## config.mk

```make
export PLATFORM = sky130hd
export DESIGN_NAME = lcd_row_scan
export DESIGN_NICKNAME = d
export VERILOG_FILES = /design/src/rtl/lcdscan_pkg.sv /design/src/rtl/lcdscan_timing.sv /design/src/rtl/lcdscan_addr.sv /design/src/rtl/lcdscan_latch.sv /design/src/rtl/lcd_row_scan.sv
export SDC_FILE = /design/constraint.sdc
export NUM_CORES = 1
export LEC_CHECK = 0
export ABC_AREA = 1
export CAP_MARGIN = 0
export CORE_AREA = 10 10 144 146
export DETAILED_ROUTE_END_ITERATION = 6
export DIE_AREA = 0 0 154 156
export DONT_BUFFER_PORTS = 1
export HOLD_SLACK_MARGIN = 0.12
export SLEW_MARGIN = 20
export SYNTH_ARGS = -nofsm -noshare
export SYNTH_HDL_FRONTEND = slang
export SYNTH_SLANG_ARGS = --single-unit
```

## constraint.sdc

```tcl
create_clock -name clk -period 9.15 [get_ports clk]
set_clock_uncertainty 0.15 [all_clocks]
set_input_delay 0 -clock clk [delete_from_list [all_inputs] [get_ports clk]]
set_output_delay 0 -clock clk [all_outputs]
set_load 0.005 [all_outputs]
```

## src/rtl/lcdscan_pkg.sv

```systemverilog
package lcdscan_pkg;

    localparam int DEF_COLS      = 12;
    localparam int DEF_CELL_W    = 5;
    localparam int DEF_CELL_H    = 8;
    localparam int DEF_LINES     = 4;
    localparam int DEF_ICONS     = 8;
    localparam int DEF_USER      = 4;
    localparam int DEF_CODE_W    = 8;
    localparam int DEF_ROW_CYC   = 20;

    // width of the scan position fields carried between modules
    localparam int POS_W = 8;

    typedef enum logic [1:0] {
        ROW_ICON_TOP = 2'd0,
        ROW_GLYPH    = 2'd1,
        ROW_ICON_BOT = 2'd2
    } row_kind_e;

    typedef struct packed {
        row_kind_e        kind;
        logic [POS_W-1:0] glyph_row;
        logic [POS_W-1:0] col;
        logic             shift_en;
        logic             tick;
    } scan_pos_t;

    // rows in a frame: rasters of all active lines plus two icon rows
    function automatic int frame_rows(input int lines, input int cell_h);
        return lines * cell_h + 2;
    endfunction

endpackage

```

## src/rtl/lcdscan_timing.sv

```systemverilog
module lcdscan_timing import lcdscan_pkg::*; #(
    parameter int COLS       = DEF_COLS,
    parameter int CELL_H     = DEF_CELL_H,
    parameter int MAX_LINES  = DEF_LINES,
    parameter int ROW_CYCLES = DEF_ROW_CYC,
    localparam int LSEL_W    = (MAX_LINES > 1) ? $clog2(MAX_LINES) : 1,
    localparam int COM_W     = MAX_LINES * CELL_H + 2,
    localparam int ROW_W     = $clog2(COM_W),
    localparam int CW        = $clog2(ROW_CYCLES)
) (
    input  logic              clk,
    input  logic              rst,
    input  logic [LSEL_W-1:0] line_sel,
    output scan_pos_t         pos
);

    logic [CW-1:0]    timer_q;
    logic [ROW_W-1:0] row_q;
    logic [ROW_W-1:0] last_row;
    logic [ROW_W-1:0] last_glyph;
    logic             tick;

    always_comb begin
        last_glyph = ROW_W'((int'(line_sel) + 1) * CELL_H);
        last_row   = ROW_W'(frame_rows(int'(line_sel) + 1, CELL_H) - 1);
    end

    assign tick = (timer_q == CW'(ROW_CYCLES - 1));

    always_ff @(posedge clk) begin
        if (rst) begin
            timer_q <= '0;
            row_q   <= '0;
        end else if (tick) begin
            timer_q <= '0;
            row_q   <= (row_q >= last_row) ? '0 : row_q + 1'b1;
        end else begin
            timer_q <= timer_q + 1'b1;
        end
    end

    always_comb begin
        pos.tick     = tick;
        pos.col      = POS_W'(timer_q);
        pos.shift_en = (int'(timer_q) < COLS);
        if (row_q == '0) begin
            pos.kind      = ROW_ICON_TOP;
            pos.glyph_row = '0;
        end else if (row_q <= last_glyph) begin
            pos.kind      = ROW_GLYPH;
            pos.glyph_row = POS_W'(row_q - 1'b1);
        end else begin
            pos.kind      = ROW_ICON_BOT;
            pos.glyph_row = '0;
        end
    end


    wrap_chk: assert property (@(posedge clk) disable iff (rst)
        (tick && row_q >= last_row) |=> (row_q == '0));


    tick_gap_chk: assert property (@(posedge clk) disable iff (rst)
        tick |=> !tick);

endmodule

```

## src/rtl/lcdscan_addr.sv

```systemverilog
module lcdscan_addr import lcdscan_pkg::*; #(
    parameter int COLS        = DEF_COLS,
    parameter int CELL_H      = DEF_CELL_H,
    parameter int MAX_LINES   = DEF_LINES,
    parameter int CODE_W      = DEF_CODE_W,
    parameter int USER_GLYPHS = DEF_USER,
    localparam int LSEL_W     = (MAX_LINES > 1) ? $clog2(MAX_LINES) : 1,
    localparam int GLYPH_ROWS = MAX_LINES * CELL_H,
    localparam int GR_W       = $clog2(GLYPH_ROWS),
    localparam int RAS_W      = $clog2(CELL_H),
    localparam int DD_AW      = $clog2(MAX_LINES * COLS),
    localparam int GA_W       = CODE_W + RAS_W,
    localparam int UG_W       = (USER_GLYPHS > 1) ? $clog2(USER_GLYPHS) : 1
) (
    input  logic [POS_W-1:0]  glyph_row,
    input  logic [POS_W-1:0]  col,
    input  logic              shift_en,
    input  logic [GR_W-1:0]   scroll,
    input  logic              dbl_en,
    input  logic [LSEL_W-1:0] dbl_line,
    input  logic [CODE_W-1:0] dd_code,
    output logic [DD_AW-1:0]  dd_addr,
    output logic              glyph_user,
    output logic [GA_W-1:0]   glyph_addr
);

    int src;
    int line;
    int ras;

    // visible glyph row -> source line and raster
    always_comb begin
        src = int'(glyph_row) + int'(scroll);
        if (src >= GLYPH_ROWS) src = src - GLYPH_ROWS;
        line = src / CELL_H;
        ras  = src % CELL_H;
        if (dbl_en && (line == int'(dbl_line) || line == int'(dbl_line) + 1)) begin
            ras  = (src - int'(dbl_line) * CELL_H) / 2;
            line = int'(dbl_line);
        end
    end

    always_comb begin
        dd_addr    = shift_en ? DD_AW'(line * COLS + int'(col)) : '0;
        glyph_user = (int'(dd_code) < USER_GLYPHS);
        if (glyph_user)
            glyph_addr = GA_W'({dd_code[UG_W-1:0], RAS_W'(ras)});
        else
            glyph_addr = {dd_code, RAS_W'(ras)};
    end

endmodule

```

## src/rtl/lcdscan_latch.sv

```systemverilog
module lcdscan_latch #(
    parameter int SEG_W   = 60,
    parameter int CELL_W  = 5,
    parameter int COM_W   = 34,
    localparam int ROW_W  = $clog2(COM_W)
) (
    input  logic              clk,
    input  logic              rst,
    input  logic              shift_en,
    input  logic [CELL_W-1:0] din,
    input  logic              tick,
    input  logic              disp_on,
    input  logic [ROW_W-1:0]  com_idx,
    output logic [SEG_W-1:0]  seg_out,
    output logic [COM_W-1:0]  com_out
);

    logic [SEG_W-1:0] sh_q;

    always_ff @(posedge clk) begin
        if (rst) begin
            sh_q    <= '0;
            seg_out <= '0;
            com_out <= '0;
        end else begin
            if (shift_en) sh_q <= {din, sh_q[SEG_W-1:CELL_W]};
            if (tick) begin
                seg_out <= disp_on ? sh_q : '0;
                com_out <= COM_W'(1) << com_idx;
            end
        end
    end


    hold_chk: assert property (@(posedge clk) disable iff (rst)
        !tick |=> ($stable(seg_out) && $stable(com_out)));


    onehot_chk: assert property (@(posedge clk) disable iff (rst)
        tick |=> ($countones(com_out) == 1));


    blank_chk: assert property (@(posedge clk) disable iff (rst)
        (tick && !disp_on) |=> (seg_out == '0));

endmodule

```

## src/rtl/lcd_row_scan.sv

```systemverilog
module lcd_row_scan import lcdscan_pkg::*; #(
    parameter int COLS        = DEF_COLS,
    parameter int CELL_W      = DEF_CELL_W,
    parameter int CELL_H      = DEF_CELL_H,
    parameter int MAX_LINES   = DEF_LINES,
    parameter int ICONS       = DEF_ICONS,
    parameter int USER_GLYPHS = DEF_USER,
    parameter int CODE_W      = DEF_CODE_W,
    parameter int ROW_CYCLES  = DEF_ROW_CYC,
    localparam int LSEL_W     = (MAX_LINES > 1) ? $clog2(MAX_LINES) : 1,
    localparam int GLYPH_ROWS = MAX_LINES * CELL_H,
    localparam int GR_W       = $clog2(GLYPH_ROWS),
    localparam int COM_W      = GLYPH_ROWS + 2,
    localparam int ROW_W      = $clog2(COM_W),
    localparam int SEG_W      = COLS * CELL_W,
    localparam int DD_AW      = $clog2(MAX_LINES * COLS),
    localparam int GA_W       = CODE_W + $clog2(CELL_H),
    localparam int IA_W       = $clog2(ICONS)
) (
    input  logic              clk,
    input  logic              rst,
    input  logic [LSEL_W-1:0] line_sel,
    input  logic              disp_on,
    input  logic [GR_W-1:0]   scroll,
    input  logic              dbl_en,
    input  logic [LSEL_W-1:0] dbl_line,
    output logic [DD_AW-1:0]  dd_addr,
    input  logic [CODE_W-1:0] dd_code,
    output logic              glyph_user,
    output logic [GA_W-1:0]   glyph_addr,
    input  logic [CELL_W-1:0] glyph_bits,
    output logic [IA_W-1:0]   icon_addr,
    input  logic [CELL_W-1:0] icon_bits,
    output logic [SEG_W-1:0]  seg_out,
    output logic [COM_W-1:0]  com_out
);

    scan_pos_t         pos;
    logic [ROW_W-1:0]  com_idx;
    logic [CELL_W-1:0] din;
    logic              icon_col;

    lcdscan_timing #(
        .COLS(COLS), .CELL_H(CELL_H), .MAX_LINES(MAX_LINES), .ROW_CYCLES(ROW_CYCLES)
    ) u_timing (
        .clk(clk), .rst(rst), .line_sel(line_sel), .pos(pos)
    );

    lcdscan_addr #(
        .COLS(COLS), .CELL_H(CELL_H), .MAX_LINES(MAX_LINES),
        .CODE_W(CODE_W), .USER_GLYPHS(USER_GLYPHS)
    ) u_addr (
        .glyph_row(pos.glyph_row), .col(pos.col), .shift_en(pos.shift_en),
        .scroll(scroll), .dbl_en(dbl_en), .dbl_line(dbl_line),
        .dd_code(dd_code), .dd_addr(dd_addr),
        .glyph_user(glyph_user), .glyph_addr(glyph_addr)
    );

    assign icon_col  = (int'(pos.col) < ICONS);
    assign icon_addr = icon_col ? IA_W'(pos.col) : '0;

    always_comb begin
        unique case (pos.kind)
            ROW_GLYPH: begin
                com_idx = ROW_W'(pos.glyph_row);
                din     = glyph_bits;
            end
            ROW_ICON_TOP: begin
                com_idx = ROW_W'(GLYPH_ROWS);
                din     = icon_col ? icon_bits : '0;
            end
            default: begin
                com_idx = ROW_W'(GLYPH_ROWS + 1);
                din     = icon_col ? icon_bits : '0;
            end
        endcase
    end

    lcdscan_latch #(
        .SEG_W(SEG_W), .CELL_W(CELL_W), .COM_W(COM_W)
    ) u_latch (
        .clk(clk), .rst(rst), .shift_en(pos.shift_en), .din(din),
        .tick(pos.tick), .disp_on(disp_on), .com_idx(com_idx),
        .seg_out(seg_out), .com_out(com_out)
    );

    generate
        if (ICONS * CELL_W < SEG_W) begin : g_icon_pad

            icon_pad_chk: assert property (@(posedge clk) disable iff (rst)
                (com_out[GLYPH_ROWS] || com_out[GLYPH_ROWS+1]) |->
                (seg_out[SEG_W-1:ICONS*CELL_W] == '0));
        end
    endgenerate


    user_addr_chk: assert property (@(posedge clk) disable iff (rst)
        (pos.shift_en && pos.kind == ROW_GLYPH && glyph_user) |->
        (glyph_addr[GA_W-1:$clog2(USER_GLYPHS)+$clog2(CELL_H)] == '0));

endmodule

```

==> impl_metrics.ini <==
[run_status]
outcome = finished, final reports clean

[sta]
maxSlewViolCount = 0
finalSetupTns_ns = 0
period_needed_ns = 7.53
hold_violations = 0
max-slew-margin-rel_pct = 41.9
rsz0062_at_grt = false
setup_viol = 0
worst_slew_pin_slew_ns = 0.869
timing.final.crit_share_pct = 82.3
fmax_mhz = 133
fin_hold_ws_ns = 0.155

[yosys]
synth_area_leaders = dfxtp_1 (47%), o21ai_0 (8.5%), nand2_1 (8.0%), inv_1 (5.6%), ha_1 (5.0%)
synth_seq_area_share_pct = 47.1
avgSynthCellArea_sq_um = 7.92
syn_inst = 885
yosys.area.top_type = dfxtp_1
syn_nets = 946
ys_types = 41
netlist_area_sq_mm = 0.00701
synth-seq-cells = 165
yosysTopAreaCellShare_pct = 47.1
yosys_warnings = 0

[setup_path]
crit_type = reg2out
critPathMaxFanout = 14
max_stage_delay_ns = 0.56
cp_slowest_cell = dfxtp_1
required_ns = 9.00
critPathLaunchType = flip-flop
crit_buf_inv = 7
cpMostUsedCell = ha_1
crit_family = adder cells
endpoint_kind = primary output
worst_ep_arrival_time_ns = 7.38

[clock_network]
clockBufferDepth = 2
path_clk_slew_ns = 0.06
cts_root_buffer = clkbuf_16
cts_resized = 0
tritoncts = built
clkSinkCount = 165
htree_levels = 4
hold_buffers = 22
clk-insertion-delay-late_ns = 0.42
numCtsBuffers = 17
cts_setup_buffers = 0

[cells_and_area]
drive_gt1_share_pct = 8.93
syn_to_final_growth_pct = 13.3
diodes = 0
fin_util_pct = 44.5
layout.nets = 944
fillers = 1769

[global_routing]
grt_max_degree = 100
grt_pass1_vias = 5305
grt_pass1_wl_microns = 28800
grt_overflow = 0
antenna_found_initial = 0
grt_use_total_pct = 14.5

[pwr]
cell_internal_pwr_mw = 1.17
power_frac_seq_pct = 47.7
peakVddDrop_mv = 0.137
p_leak_nw = 3.15
sw_frac_of_total_pct = 22.9
power_density_mw_per_mm2 = 191
clockPowerShare_pct = 46.1
power_frac_comb_pct = 6.2
p_switching_mw = 0.349
finalPower_mw = 1.52

[detailed_routing]
via_per_inst = 4.94
drcViolationCount = 0
dr.pass1.iters = 4
drt-initial-drc-count = 260
routedWlPerCell_microns = 15.7
drt-total-wl_microns = 17600
vias = 5561
postRouteAntennaNets = 0

[floorplanning]
rows = 49
die_w_microns = 154
start_util_pct = 39.3
pin_count = 146
die_y_microns = 156
core-area_sq_mm = 0.0178
die_area_sq_mm = 0.0240

[placed_design]
dp_hpwl_microns = 12200
port_buffers = 0
place.gp.congestion = 0.850

[flow_run]
maxCapViolCount = 0

[min_path]
min_path_type = in2out
final cells by class:
cell class	instances	area (sq um)	area share [%]
flip-flops and latches	165	3300	41.6
repair buffers	26	250	3.15
clock inverters	9	119	1.50
well taps	229	287	3.61
multi-input cells	557	3090	38.9
inverters	116	438	5.51
clock buffers	23	458	5.76
worst reg2reg max path, cell delays in order, from the launching register on:
cell and delay, ns:
dfxtp_1 0.56, inv_1 0.08, ha_1 0.29, clkinv_1 0.06, nor2_2 0.11, nand2_1 0.05, nand2_1 0.09, nand2_2 0.21
inv_2 0.20, nand2_1 0.11, nor2_2 0.16, inv_1 0.07, nor2_1 0.17, inv_1 0.23, o31ai_1 0.27
registers in the layout, summed over array words and instances (netlist names):
name,flops
u_timing.timer_q,5
u_timing.row_q,6
u_latch.seg_out,60
u_latch.com_out,34
u_latch.sh_q,60
kinds of logic after synthesis:
| kind of cell | count (synthesis) | share of synthesized area, % |
|---|---|---|
| and+or+nand+nor | 282 | 18.1 |
| AOI/OAI and AO/OA | 231 | 18.5 |
| DFF | 165 | 47.1 |
| buffers and inverters | 163 | 9.05 |
| adders and majority gates | 30 | 5.57 |
| xor gates and xnor gates | 13 | 1.62 |
| other | 1 | 0.0535 |
cells in the final DEF, fill, tap and decap left out, types with 4 or more instances in the layout:
master,count
o211ai_1,7
xnor2_1,4
o21ai_0,119
inv_1,105
buf_4,4
dfxtp_1,165
clkbuf_16,17
nand3_2,4
nand3_1,29
a21oi_1,56
o21ai_1,19
nor2_1,56
xor2_1,9
dlygate4sd3_1,22
ha_1,28
nor2_4,6
o31ai_1,8
a32o_1,18
nor2_2,7
clkbuf_1,5
nand2_2,15
inv_2,8
nand2_1,150
layer usage:
layer  GRT usage, %  part of all wire, %
met5              0                    0
met4           4.27                 0.90
met3           6.23                  9.2
met2           22.9                   46
met1           17.5                   44
power by group through the flow:
stage	Sequential [mW]	Combinational (mW)	Clock, mW
floorplan	0.741	0.0713	0
detailed placement	0.742	0.0843	0
global placement	0.742	0.0838	0
CTS	0.726	0.0958	0.721
finish	0.726	0.0944	0.700
global route	0.726	0.108	0.753
cell usage after synthesis:
cell type    n
or2_2        1
nor3_1       3
o211ai_1     7
ha_1        28
a31o_2       1
fa_1         2
nor2_4       4
inv_1      105
nor2_1      58
dfxtp_1    165
o21ai_0    119
nor3_2       2
nor3b_1      1
xnor2_1      4
a21o_1       1
inv_4        1
buf_6        1
or2_1        1
nor2_2       7
nand2_4      2
a21oi_2      1
a21oi_1     56
conb_1       1
nand3_4      1
inv_2        8
clkbuf_1    37
nand3_1     29
nand4_1      3
a21boi_0     1
buf_1        5
nand2_1    150
o21ai_1     19
a32o_1      18
buf_2        1
nand3_2      4
o31ai_1      8
nand2_2     15
buf_4        3
or4_1        1
xor2_1       9
clkinv_1     2
through the flow:
step	worst slack (ns)	instances	area [sq um]
after global placement	2.27	1071	7150
after detailed placement	2.04	1071	7150
after CTS	1.57	1125	7940
after floorplan	2.94	885	7010
after global routing	1.04	1125	7940
final	1.62	1125	7940
final timing paths:
| check | startpoint | endpoint | slack, ns | cells past startpoint |
|---|---|---|---|---|
| max | u_timing.row_q[3]$_SDFFE_PP0P_ | dd_addr[5] | 1.62 | 41 |
| min | dbl_en | glyph_addr[2] | 0.16 | 4 |
| max reg2reg | u_timing.row_q[3]$_SDFFE_PP0P_ | u_latch.com_out[12]$_SDFFE_PP0P_ | 6.24 | 14 |
| min reg2reg | u_latch.sh_q[24]$_SDFFE_PP0P_ | u_latch.sh_q[19]$_SDFFE_PP0P_ | 0.32 | 2 |
Note: power is estimated with default switching activity, not from simulation.
